## src/rtl/smp_pkg.sv

```systemverilog
package smp_pkg;

    localparam int WORD_W = 64;
    localparam int PER_W  = 32;
    localparam int ESEL_W = 7;
    localparam int OFS_W  = 20;

    // Control word positions (hardware index = 63 - MSB-first index)
    localparam int CTL_EN_B     = 63;
    localparam int CTL_TRACE_B  = 62;
    localparam int CTL_SCOPE_HI = 59;
    localparam int CTL_SCOPE_LO = 57;
    localparam int CTL_ADDR_HI  = 55;
    localparam int CTL_ADDR_LO  = 13;

    // Trace configuration positions
    localparam int CFG_SRC_HI   = 63;
    localparam int CFG_SRC_LO   = 62;
    localparam int CFG_PER_HI   = 61;
    localparam int CFG_PER_LO   = 30;
    localparam int CFG_SELA_HI  = 29;
    localparam int CFG_SELA_LO  = 23;
    localparam int CFG_SELB_HI  = 22;
    localparam int CFG_SELB_LO  = 16;
    localparam int CFG_SIZE_HI  = 15;
    localparam int CFG_SIZE_LO  = 13;

    localparam int REC_BYTES = 16;

    typedef enum logic [1:0] {
        SMP_CYCLES  = 2'd0,
        SMP_EVT_A   = 2'd1,
        SMP_EVT_B   = 2'd2,
        SMP_EVT_ANY = 2'd3
    } smp_src_e;

    typedef enum logic [1:0] {
        WR_IDLE  = 2'd0,
        WR_BEAT0 = 2'd1,
        WR_BEAT1 = 2'd2
    } wr_state_e;

    typedef struct packed {
        logic              en;
        logic              trace;
        logic [2:0]        scope;
        logic [WORD_W-1:0] base;
    } ctl_t;

    typedef struct packed {
        smp_src_e          src;
        logic [PER_W-1:0]  period;
        logic [ESEL_W-1:0] sel_a;
        logic [ESEL_W-1:0] sel_b;
        logic [2:0]        size_code;
    } cfg_t;

    typedef struct packed {
        logic [WORD_W-1:0] addr;
        logic [WORD_W-1:0] data0;
        logic [WORD_W-1:0] data1;
        logic [2:0]        scope;
    } rec_t;

    function automatic ctl_t decode_ctl(input logic [WORD_W-1:0] w);
        ctl_t c;
        c.en    = w[CTL_EN_B];
        c.trace = w[CTL_TRACE_B];
        c.scope = w[CTL_SCOPE_HI:CTL_SCOPE_LO];
        c.base  = {8'h00, w[CTL_ADDR_HI:CTL_ADDR_LO], 13'h0000};
        return c;
    endfunction

    function automatic cfg_t decode_cfg(input logic [WORD_W-1:0] w);
        cfg_t c;
        c.src       = smp_src_e'(w[CFG_SRC_HI:CFG_SRC_LO]);
        c.period    = w[CFG_PER_HI:CFG_PER_LO];
        c.sel_a     = w[CFG_SELA_HI:CFG_SELA_LO];
        c.sel_b     = w[CFG_SELB_HI:CFG_SELB_LO];
        c.size_code = w[CFG_SIZE_HI:CFG_SIZE_LO];
        return c;
    endfunction

    function automatic logic [OFS_W-1:0] buf_bytes(input logic [2:0] code);
        return OFS_W'(4096) << code;
    endfunction

endpackage

```

## src/rtl/smp_evt_select.sv

```systemverilog
module smp_evt_select
    import smp_pkg::*;
#(
    parameter int EVT_N = 128,
    parameter int SEL_W = 7
) (
    input  logic [EVT_N-1:0] evt,
    input  logic [SEL_W-1:0] sel_a,
    input  logic [SEL_W-1:0] sel_b,
    input  smp_src_e         src,
    output logic             hit_a,
    output logic             hit_b,
    output logic             hit_smp
);
    localparam int PAD_N = 1 << SEL_W;

    logic [PAD_N-1:0] evt_pad;

    // Selects beyond the implemented event count read as zero
    for (genvar i = 0; i < PAD_N; i++) begin : g_pad
        if (i < EVT_N) begin : g_live
            assign evt_pad[i] = evt[i];
        end else begin : g_tie
            assign evt_pad[i] = 1'b0;
        end
    end

    assign hit_a = evt_pad[sel_a];
    assign hit_b = evt_pad[sel_b];

    always_comb begin
        unique case (src)
            SMP_CYCLES:  hit_smp = 1'b1;
            SMP_EVT_A:   hit_smp = hit_a;
            SMP_EVT_B:   hit_smp = hit_b;
            default:     hit_smp = hit_a | hit_b;
        endcase
    end
endmodule

```

## src/rtl/smp_period_ctr.sv

```systemverilog
module smp_period_ctr #(
    parameter int PER_W = 32
) (
    input  logic             clk,
    input  logic             rst,
    input  logic             load,
    input  logic [PER_W-1:0] load_val,
    input  logic             tick,
    output logic             ovf
);
    logic [PER_W-1:0] cnt_q;

    // Carry out of the top bit on this tick
    assign ovf = tick && (cnt_q == {PER_W{1'b1}});

    always_ff @(posedge clk) begin
        if (rst) begin
            cnt_q <= '0;
        end else if (load || ovf) begin
            cnt_q <= load_val;
        end else if (tick) begin
            cnt_q <= cnt_q + 1'b1;
        end
    end
endmodule

```

## src/rtl/smp_acc_bank.sv

```systemverilog
module smp_acc_bank #(
    parameter int N_CTR = 2,
    parameter int CW    = 64
) (
    input  logic                      clk,
    input  logic                      rst,
    input  logic                      clr,
    input  logic                      tick,
    input  logic [N_CTR-1:0]          hits,
    output logic [N_CTR-1:0][CW-1:0]  counts
);
    for (genvar k = 0; k < N_CTR; k++) begin : g_ctr
        logic [CW-1:0] val_q;

        always_ff @(posedge clk) begin
            if (rst || clr) begin
                val_q <= '0;
            end else if (tick && hits[k]) begin
                val_q <= val_q + 1'b1;
            end
        end

        assign counts[k] = val_q;
    end
endmodule

```

## src/rtl/smp_wr_seq.sv

```systemverilog
module smp_wr_seq
    import smp_pkg::*;
(
    input  logic              clk,
    input  logic              rst,
    input  logic              launch,
    input  rec_t              rec_in,
    output logic              busy,
    output logic              mem_valid,
    input  logic              mem_ready,
    output logic [WORD_W-1:0] mem_addr,
    output logic [WORD_W-1:0] mem_wdata,
    output logic [2:0]        mem_scope
);
    wr_state_e state_q;
    rec_t      rec_q;

    always_ff @(posedge clk) begin
        if (rst) begin
            state_q <= WR_IDLE;
            rec_q   <= '0;
        end else begin
            unique case (state_q)
                WR_IDLE: begin
                    if (launch) begin
                        rec_q   <= rec_in;
                        state_q <= WR_BEAT0;
                    end
                end
                WR_BEAT0: begin
                    if (mem_ready) state_q <= WR_BEAT1;
                end
                WR_BEAT1: begin
                    if (mem_ready) state_q <= WR_IDLE;
                end
                default: state_q <= WR_IDLE;
            endcase
        end
    end

    assign busy      = (state_q != WR_IDLE);
    assign mem_valid = busy;
    assign mem_addr  = (state_q == WR_BEAT1) ? (rec_q.addr | WORD_W'(8)) : rec_q.addr;
    assign mem_wdata = (state_q == WR_BEAT1) ? rec_q.data1 : rec_q.data0;
    assign mem_scope = rec_q.scope;
endmodule

```

## src/rtl/smp_trace_engine.sv

```systemverilog
module smp_trace_engine
    import smp_pkg::*;
#(
    parameter int EVT_N        = 128,
    parameter int ACC_INTERVAL = 64
) (
    input  logic              clk,
    input  logic              rst,
    input  logic [63:0]       ctl_word,
    input  logic [63:0]       cfg_word,
    input  logic [EVT_N-1:0]  evt_in,
    input  logic [63:0]       pc_in,
    output logic              mem_valid,
    input  logic              mem_ready,
    output logic [63:0]       mem_addr,
    output logic [63:0]       mem_wdata,
    output logic [2:0]        mem_scope,
    output logic              buf_full
);
    localparam int IVL_W = (ACC_INTERVAL > 1) ? $clog2(ACC_INTERVAL) : 1;

    ctl_t ctl;
    cfg_t cfg;
    assign ctl = decode_ctl(ctl_word);
    assign cfg = decode_cfg(cfg_word);

    // Enable edge detection for restart
    logic en_q;
    logic en_rise;
    always_ff @(posedge clk) begin
        if (rst) en_q <= 1'b0;
        else     en_q <= ctl.en;
    end
    assign en_rise = ctl.en && !en_q;

    // Event selection
    logic hit_a, hit_b, hit_smp;
    smp_evt_select #(.EVT_N(EVT_N), .SEL_W(ESEL_W)) u_sel (
        .evt     (evt_in),
        .sel_a   (cfg.sel_a),
        .sel_b   (cfg.sel_b),
        .src     (cfg.src),
        .hit_a   (hit_a),
        .hit_b   (hit_b),
        .hit_smp (hit_smp)
    );

    logic busy;
    logic full_q;

    // Trace path
    logic trace_tick, trace_ovf;
    assign trace_tick = ctl.en && ctl.trace && !busy && !full_q && !en_rise && hit_smp;

    smp_period_ctr #(.PER_W(PER_W)) u_per (
        .clk      (clk),
        .rst      (rst),
        .load     (en_rise),
        .load_val (cfg.period),
        .tick     (trace_tick),
        .ovf      (trace_ovf)
    );

    logic [WORD_W-1:0] total_q;
    logic [OFS_W-1:0]  ptr_q;
    logic [OFS_W-1:0]  ptr_nxt;
    assign ptr_nxt = ptr_q + OFS_W'(REC_BYTES);

    always_ff @(posedge clk) begin
        if (rst || en_rise) begin
            total_q <= '0;
            ptr_q   <= '0;
            full_q  <= 1'b0;
        end else begin
            if (trace_tick) total_q <= total_q + 1'b1;
            if (trace_ovf) begin
                ptr_q  <= ptr_nxt;
                full_q <= (ptr_nxt == buf_bytes(cfg.size_code));
            end
        end
    end

    // Accumulation path
    logic             acc_tick, acc_flush;
    logic [IVL_W-1:0] ivl_q;
    logic [1:0][WORD_W-1:0] acc_cnt;

    assign acc_tick  = ctl.en && !ctl.trace && !busy && !en_rise;
    assign acc_flush = acc_tick && (ivl_q == IVL_W'(ACC_INTERVAL - 1));

    always_ff @(posedge clk) begin
        if (rst || en_rise) begin
            ivl_q <= '0;
        end else if (acc_flush) begin
            ivl_q <= '0;
        end else if (acc_tick) begin
            ivl_q <= ivl_q + 1'b1;
        end
    end

    smp_acc_bank #(.N_CTR(2), .CW(WORD_W)) u_acc (
        .clk    (clk),
        .rst    (rst),
        .clr    (en_rise),
        .tick   (acc_tick),
        .hits   ({hit_b, hit_a}),
        .counts (acc_cnt)
    );

    // Record assembly
    rec_t rec;
    always_comb begin
        rec.scope = ctl.scope;
        if (trace_ovf) begin
            rec.addr  = ctl.base + WORD_W'(ptr_q);
            rec.data0 = pc_in;
            rec.data1 = total_q + 1'b1;
        end else begin
            rec.addr  = ctl.base;
            rec.data0 = acc_cnt[0];
            rec.data1 = acc_cnt[1];
        end
    end

    smp_wr_seq u_wr (
        .clk       (clk),
        .rst       (rst),
        .launch    (trace_ovf || acc_flush),
        .rec_in    (rec),
        .busy      (busy),
        .mem_valid (mem_valid),
        .mem_ready (mem_ready),
        .mem_addr  (mem_addr),
        .mem_wdata (mem_wdata),
        .mem_scope (mem_scope)
    );

    assign buf_full = full_q;
endmodule

```

## config.mk

```make
export PLATFORM = sky130hd
export DESIGN_NAME = smp_trace_engine
export DESIGN_NICKNAME = d
export VERILOG_FILES = /design/src/rtl/smp_pkg.sv /design/src/rtl/smp_evt_select.sv /design/src/rtl/smp_period_ctr.sv /design/src/rtl/smp_acc_bank.sv /design/src/rtl/smp_wr_seq.sv /design/src/rtl/smp_trace_engine.sv
export SDC_FILE = /design/constraint.sdc
export NUM_CORES = 1
export LEC_CHECK = 0
export BUFFER_PORTS_ARGS = -buffer_cell sky130_fd_sc_hd__buf_2
export CAP_MARGIN = 20
export CORE_ASPECT_RATIO = 0.9
export CORE_UTILIZATION = 40
export CTS_CLUSTER_DIAMETER = 120
export DETAILED_ROUTE_END_ITERATION = 7
export PLACE_DENSITY = 0.59
export SLEW_MARGIN = 10
export SYNTH_ARGS = -nofsm -noshare
export SYNTH_HDL_FRONTEND = slang
export SYNTH_SLANG_ARGS = --single-unit
```

## constraint.sdc

```tcl
create_clock -name clk -period 10.7 [get_ports clk]
set_input_delay 1.07 -clock clk [delete_from_list [all_inputs] [get_ports clk]]
set_output_delay 1.07 -clock clk [all_outputs]
set_load 0.01 [all_outputs]
```

======== Word level (Yosys, flattened, before mapping) ========
Index checks and enable logic that the tools add are counted.
storage, ports and cells
  flip-flop bits (word level) ............. 442
  input port bits ......................... 323
  output and inout port bits .............. 133
  logic and storage cells ................. 76
operators by class
  add/sub/neg operators ................... 7
  magnitude comparators ................... 2
  eq/ne operators ......................... 10
  shift operators ......................... 1
  muxes and demuxes ....................... 14
  bitwise operators ....................... 1
  reductions and logical operators ........ 28
operators by type and width
  operator                 count
  $add A64 B1 Y64 const B  3
  $mux W185                1
  $mux W32                 2
  $mux W64                 1
  $add A56 B20 Y57         1
  $add A32 B1 Y32 const B  1
  $eq A32 B32 Y1 const B   1
  $add A20 B5 Y20 const B  1
  $eq A20 B20 Y1           1
  $shl A13 B3 Y20 const A  1
  $lt A7 B8 Y1 const B     2
  $bmux W1 S7              2
  $logic_and A1 B1 Y1      13
  $add A6 B1 Y6 const B    1
  $eq A6 B6 Y1 const B     1
  $mux W2                  3
  $pmux W2 S3              1
  $logic_not A1 Y1         5
  $eq A2 B1 Y1 const B     2
  $eq A2 B2 Y1 const B     2
  $logic_not A2 Y1         2
  $mux W4                  1
  $ne A2 B2 Y1 const B     2
  $reduce_bool A2 Y1       2
  8 further kinds          11

======== Logic depth before layout (Yosys ltp) ========
  depth in word-level cells ............... 10
  mapped depth ............................ 16
  depth with buffers taken out ............ 13

======== By module ========
A second synthesis with hierarchy kept.
unflattened totals
  cells, all modules ...................... 3257
  area, all modules ....................... 28287.1 um^2
modules (own cells, without submodules)
  module            times used  cells an instance  area each (um^2)  sequential area each (um^2)
  smp_wr_seq        1           995                10152.2           3943.8
  smp_trace_engine  1           1061               7686.1            1761.7
  smp_acc_bank      1           760                6147.1            2562.5
  smp_evt_select    1           223                2414.8            0.0
  smp_period_ctr    1           218                1886.8            640.6

======== Least setup slack after synthesis ========
Ideal clock, no wire load.
  kind .................................... input to register
  from .................................... in cfg_word[25]
  to ...................................... reg u_per.cnt_q[14]
  setup time .............................. 0.130 ns
  arrival time ............................ 3.973 ns
  data required time ...................... 10.570 ns
  slack ................................... 6.598 ns
  cell stages on the path ................. 15
  path buffers ............................ 5
  path through ............................ buf_4 -> buf_6 -> mux4_2 -> mux2_2 -> o221ai_1 -> a221oi_1 -> or4_4 -> o21ai_2 -> a2111o_1 -> buf_6 -> and2_1 -> buf_4 -> buf_6 -> mux2i_1 -> o32ai_1
on the way
  longest elaborated chain between the ends .. 8
  elaborated cells on any way between the ends .. 9
  those cells by class .................... mux (4); bitwise (1); reduce/logical (4)
RTL lines
  item                                                   RTL line                text
  start: declaration                                     smp_trace_engine.sv:10  input logic [63:0] cfg_word,
  $bmux W1 S7 *                                          smp_evt_select.sv:28    assign hit_a = evt_pad[sel_a];
  $mux W1 (implied by the code) *                        smp_evt_select.sv:28
  $or A1 B1 Y1                                           smp_evt_select.sv:36    default: hit_smp = hit_a | hit_b;
  $pmux W1 S3 *                                          smp_evt_select.sv:32    unique case (src)
  $logic_and A1 B1 Y1 *                                  smp_trace_engine.sv:53  assign trace_tick = ctl.en && ctl.trace && !busy && !full_q && !en_rise && hit_smp;
  $logic_and A1 B1 Y1                                    smp_period_ctr.sv:14    assign ovf = tick && (cnt_q == {PER_W{1'b1}});
  $logic_or A1 B1 Y1                                     smp_period_ctr.sv:19    end else if (load || ovf) begin
  $mux W32 / $reduce_bool A2 Y1 (equally long branches)  n/a
  end signal: assignment                                 smp_period_ctr.sv:20    cnt_q <= load_val;
  end signal: assignment                                 smp_period_ctr.sv:22    cnt_q <= cnt_q + 1'b1;
  end: declaration                                       smp_period_ctr.sv:11    logic [PER_W-1:0] cnt_q;
Every way passes the cells marked *; elsewhere a longest branch is shown, timed or not. The select of a mux whose other input is x is not followed.
A chain may end at the register's enable or synchronous reset.

======== Final worst setup path ========
  from .................................... in cfg_word[18]
  to ...................................... reg u_per.cnt_q[10]
on the way
  longest elaborated chain between the ends .. 8
  elaborated cells on any way between the ends .. 9
  those cells by class .................... mux (4); bitwise (1); reduce/logical (4)
RTL lines
  item                                                   RTL line                text
  $bmux W1 S7 *                                          smp_evt_select.sv:29    assign hit_b = evt_pad[sel_b];
  $mux W1 (implied by the code) *                        smp_evt_select.sv:29
  $or A1 B1 Y1                                           smp_evt_select.sv:36
  $pmux W1 S3 *                                          smp_evt_select.sv:32
  $logic_and A1 B1 Y1 *                                  smp_trace_engine.sv:53
  $logic_and A1 B1 Y1                                    smp_period_ctr.sv:14
  $logic_or A1 B1 Y1                                     smp_period_ctr.sv:19
  $mux W32 / $reduce_bool A2 Y1 (equally long branches)  n/a
Marked as above.

==> reports/results.tsv <==
metric	value	unit
Req. time, crit path	11190	ps
nets	3575	
final setup vio count	0	
postcts setup bufs	0	
Cell variety after synth	76	
CP peak stage delay	950	ps
drt first pass iters	5	
die area	0.0628	mm2
VDD IR-drop max	0.120	mV
Sink Count	434	
clock skew	25.1	ps
max-slew violation count	0	
post-synthesis adder-cell area fraction	0.00740	
wire per inst	17.6	um
ys flop type	dfxtp_1	
Clock Path Buffers	3	
Compound-Gate Fraction of Synth Area	0.128	
Clock Latency Late Sink	600	ps
largest net degree at the start of global routing	112	
met1 Use GR	0.289	
crit-path leading delay family	compound AO/OA/AOI/OAI gates	
vias in the first global route	22100	
Routed WL	71900	um
post-placement cell area	0.0266	mm2
Multi-input gate area	0.0145	mm2
crit path setup slack, layout	4720	ps
Core Box Area	0.0611	mm2
Die H	238	um
post-route ant nets	0	
Via density	5.57	
Critical Path Sink	u_per.cnt_q[10]	
IO Port Bufs	416	
met3 Use GR	0.0320	
WP data arrival	6460	ps
Synth Area in XOR/XNOR	0.0918	
routability cong.	0.840	
total global routing overflow	0	
largest family of logic cells by synthesized area	simple AND/OR/NAND/NOR gates	
worst r2r path cells	11	
clk slew on worst S/H paths	60	ps
status	finished clean	
Worst Setup SP	cfg_word[18]	
register area share after synthesis	0.352	
Post-CTS Resized	0	
switch share	0.234	
Synth top area share	0.352	
CP Class	in2reg	
RSZ-0062 raised after global routing	no	
DRT iter0 DRCs	1522	
Int Power	2.88	mW
Clk pwr share	0.499	
CP Cell Sequence	buf_2 -> buf_4 -> mux4_2 -> mux2_2 -> o211ai_1 -> a211o_1 -> inv_1 -> o41ai_2 -> a2111o_2 -> buf_4 -> and2_1 -> o21ai_0 -> a311oi_1	
drc violations	0	
slew margin rel.	0.269	
Syn Inst Count	3004	
Synth Area in Simple Gates	0.247	
fin crit period	5980	ps
post-synthesis register bit count	434	
Slew @ Worst Pin	1100	ps
fmax	167	MHz
via count of the routed design	22700	
Die Width	264	um
fraction of registers with async set/reset	0	
design area	0.0285	mm2
crit path max fanout	56	
H-Tree Depth	2	
mux cell area share after synthesis	0.107	
CTS tree	done	
Leakage	10.5	nW
CP endpoint kind	flip-flop	
Hold WS	458	ps
sequential cell area	0.00869	mm2
Final Hold Fails	0	
CP dominant cell by count	buf_4	
global-route wire length before repair	115000	um
Post-synth EDFFs	0	
CTS Buf Count	50	
P per Cell Area	132	mW/mm2
R2R setup slack	6430	ps
largest cells by area after synthesis	dfxtp_1 35%, nor2_1 6.4%, nand2_1 5.6%, xnor2_1 5.5%, mux4_2 4.2%	
Ys Warns	0	
switching power	0.878	mW
grt met2 use	0.380	
Fill cells	6060	
Max Cap Viol	0	
root buf cell	clkbuf_16	
area grow syn2layout	15.3	%
crit path buf inv count	4	
Most Used Layer, Global Route	met2	
setup_tns	0	ps
sequential power share	0.435	
Post-Syn Area per Cell	8.22	um2
initial antenna violation count	7	
Post-Place Setup Slack	4180	ps
Ports	456	
final worst path period share	0.558	
fraction of layout cells with a size suffix above 1	0.207	
synthesized cell area	0.0247	mm2
worst min path class	reg2reg	
Startpoint Class	input pin	
RR Endpoint	u_wr.rec_q[151]	
area leader, netlist	dfxtp_1	
Stages on worst setup path	13	
Initial Util	0.404	
slowest stage cell, crit path	and2_1	
logic gate share of total power	0.066	
DP HPWL	50200	um
Critical R2R Launch	u_per.cnt_q[0]	
hold-fix buffer count after cts	0	
gr usage total	0.223	
Cell Rows	86	
registers in the layout, indices dropped and copies added, names as in the netlist:
name / flops
buf_full: 1
u_per.cnt_q: 32
ptr_q: 16
ivl_q: 6
u_wr.mem_scope: 3
u_wr.state_q: 2
u_wr.rec_q: 181
total_q: 64
en_q: 1
u_acc.g_ctr.val_q: 128
synthesized netlist by cell type, types with 29 or more instances:
cell type and n:
mux2i_1 83, mux2_2 70, nor3_1 68, clkbuf_1 140, buf_4 73, a311oi_1 81, nand3_1 122, nand4_1 46
a211oi_1 100, or3_1 63, buf_2 29, a21oi_1 118, xnor2_1 156, inv_1 57, nand2_1 371, xor2_1 103
o21ai_0 91, nor4_1 32, mux4_2 46, dfxtp_1 434, nor2_1 420, and3_1 79
metal layers:
layer	part of all wire	vias to the layer above
met5	0.00015	-
met4	0.025	2
met3	0.044	120
met2	0.48	561
met1	0.45	11000
li1	-	11000
tightest hold or removal path, stage by stage (launching register included):
cell and delay (ps):
dfxtp_1 310, nand2_1 50, a21oi_1 50
cell families after synthesis:
kind of cell | after synthesis
AOI/OAI and AO/OA | 470
and+or+nand+nor | 1304
adders and majority gates | 14
xor gates and xnor gates | 259
muxes | 199
DFF | 434
buffers and inverters | 323
other | 1
worst min path at each step:
stage	to	cells past startpoint	slack (ps)	start
global placement	u_wr.mem_scope[1]	2	440	u_wr.mem_scope[1]
global route	u_wr.mem_scope[0]	2	480	u_wr.mem_scope[0]
detailed placement	u_wr.mem_scope[0]	2	450	u_wr.mem_scope[0]
finish	u_wr.mem_scope[0]	2	460	u_wr.mem_scope[0]
CTS	u_wr.mem_scope[0]	2	460	u_wr.mem_scope[0]
floorplan	u_wr.mem_scope[0]	2	430	u_wr.mem_scope[0]
power by group through the flow:
stage	clock network, mW	logic [mW]	registers (mW)
final	1.87	0.246	1.63
after global routing	1.99	0.268	1.63
after CTS	1.92	0.247	1.63
after detailed placement	0	0.246	1.67
after global placement	0	0.241	1.67
after floorplan	0	0.149	1.67
metrics by stage:
stage	power, mW	utilization	std cells
6_report	3.75	0.466	4076
5_1_grt	3.89	0.466	4075
2_1_floorplan	1.81	-	3013
3_3_place_gp	1.91	0.435	3977
3_5_place_dp	1.91	0.435	3977
4_1_cts	3.80	0.465	4068
placed cells by master, fill, tap and decap left out, types with 57 or more instances in the layout:
cell      count
o21ai_0      91
xnor2_1     156
and3_1       79
inv_1        57
a211oi_1    100
nand3_1     122
mux2_2       70
nor3_1       68
nand2_1     368
mux2i_1      83
buf_2       415
xor2_1      103
or3_1        63
a21oi_1     116
nor2_1      420
dfxtp_1     434
a311oi_1     81
cell type report:
cell class,count,share of cell area
diodes,7,0.000615
clock buffers,72,0.0538
clock inverters,19,0.0105
inverters,58,0.00764
multi-input cells,2256,0.508
flip-flops and latches,434,0.305
well taps,792,0.0348
repair buffers,438,0.0798
Power figures use the tool's default switching activity.
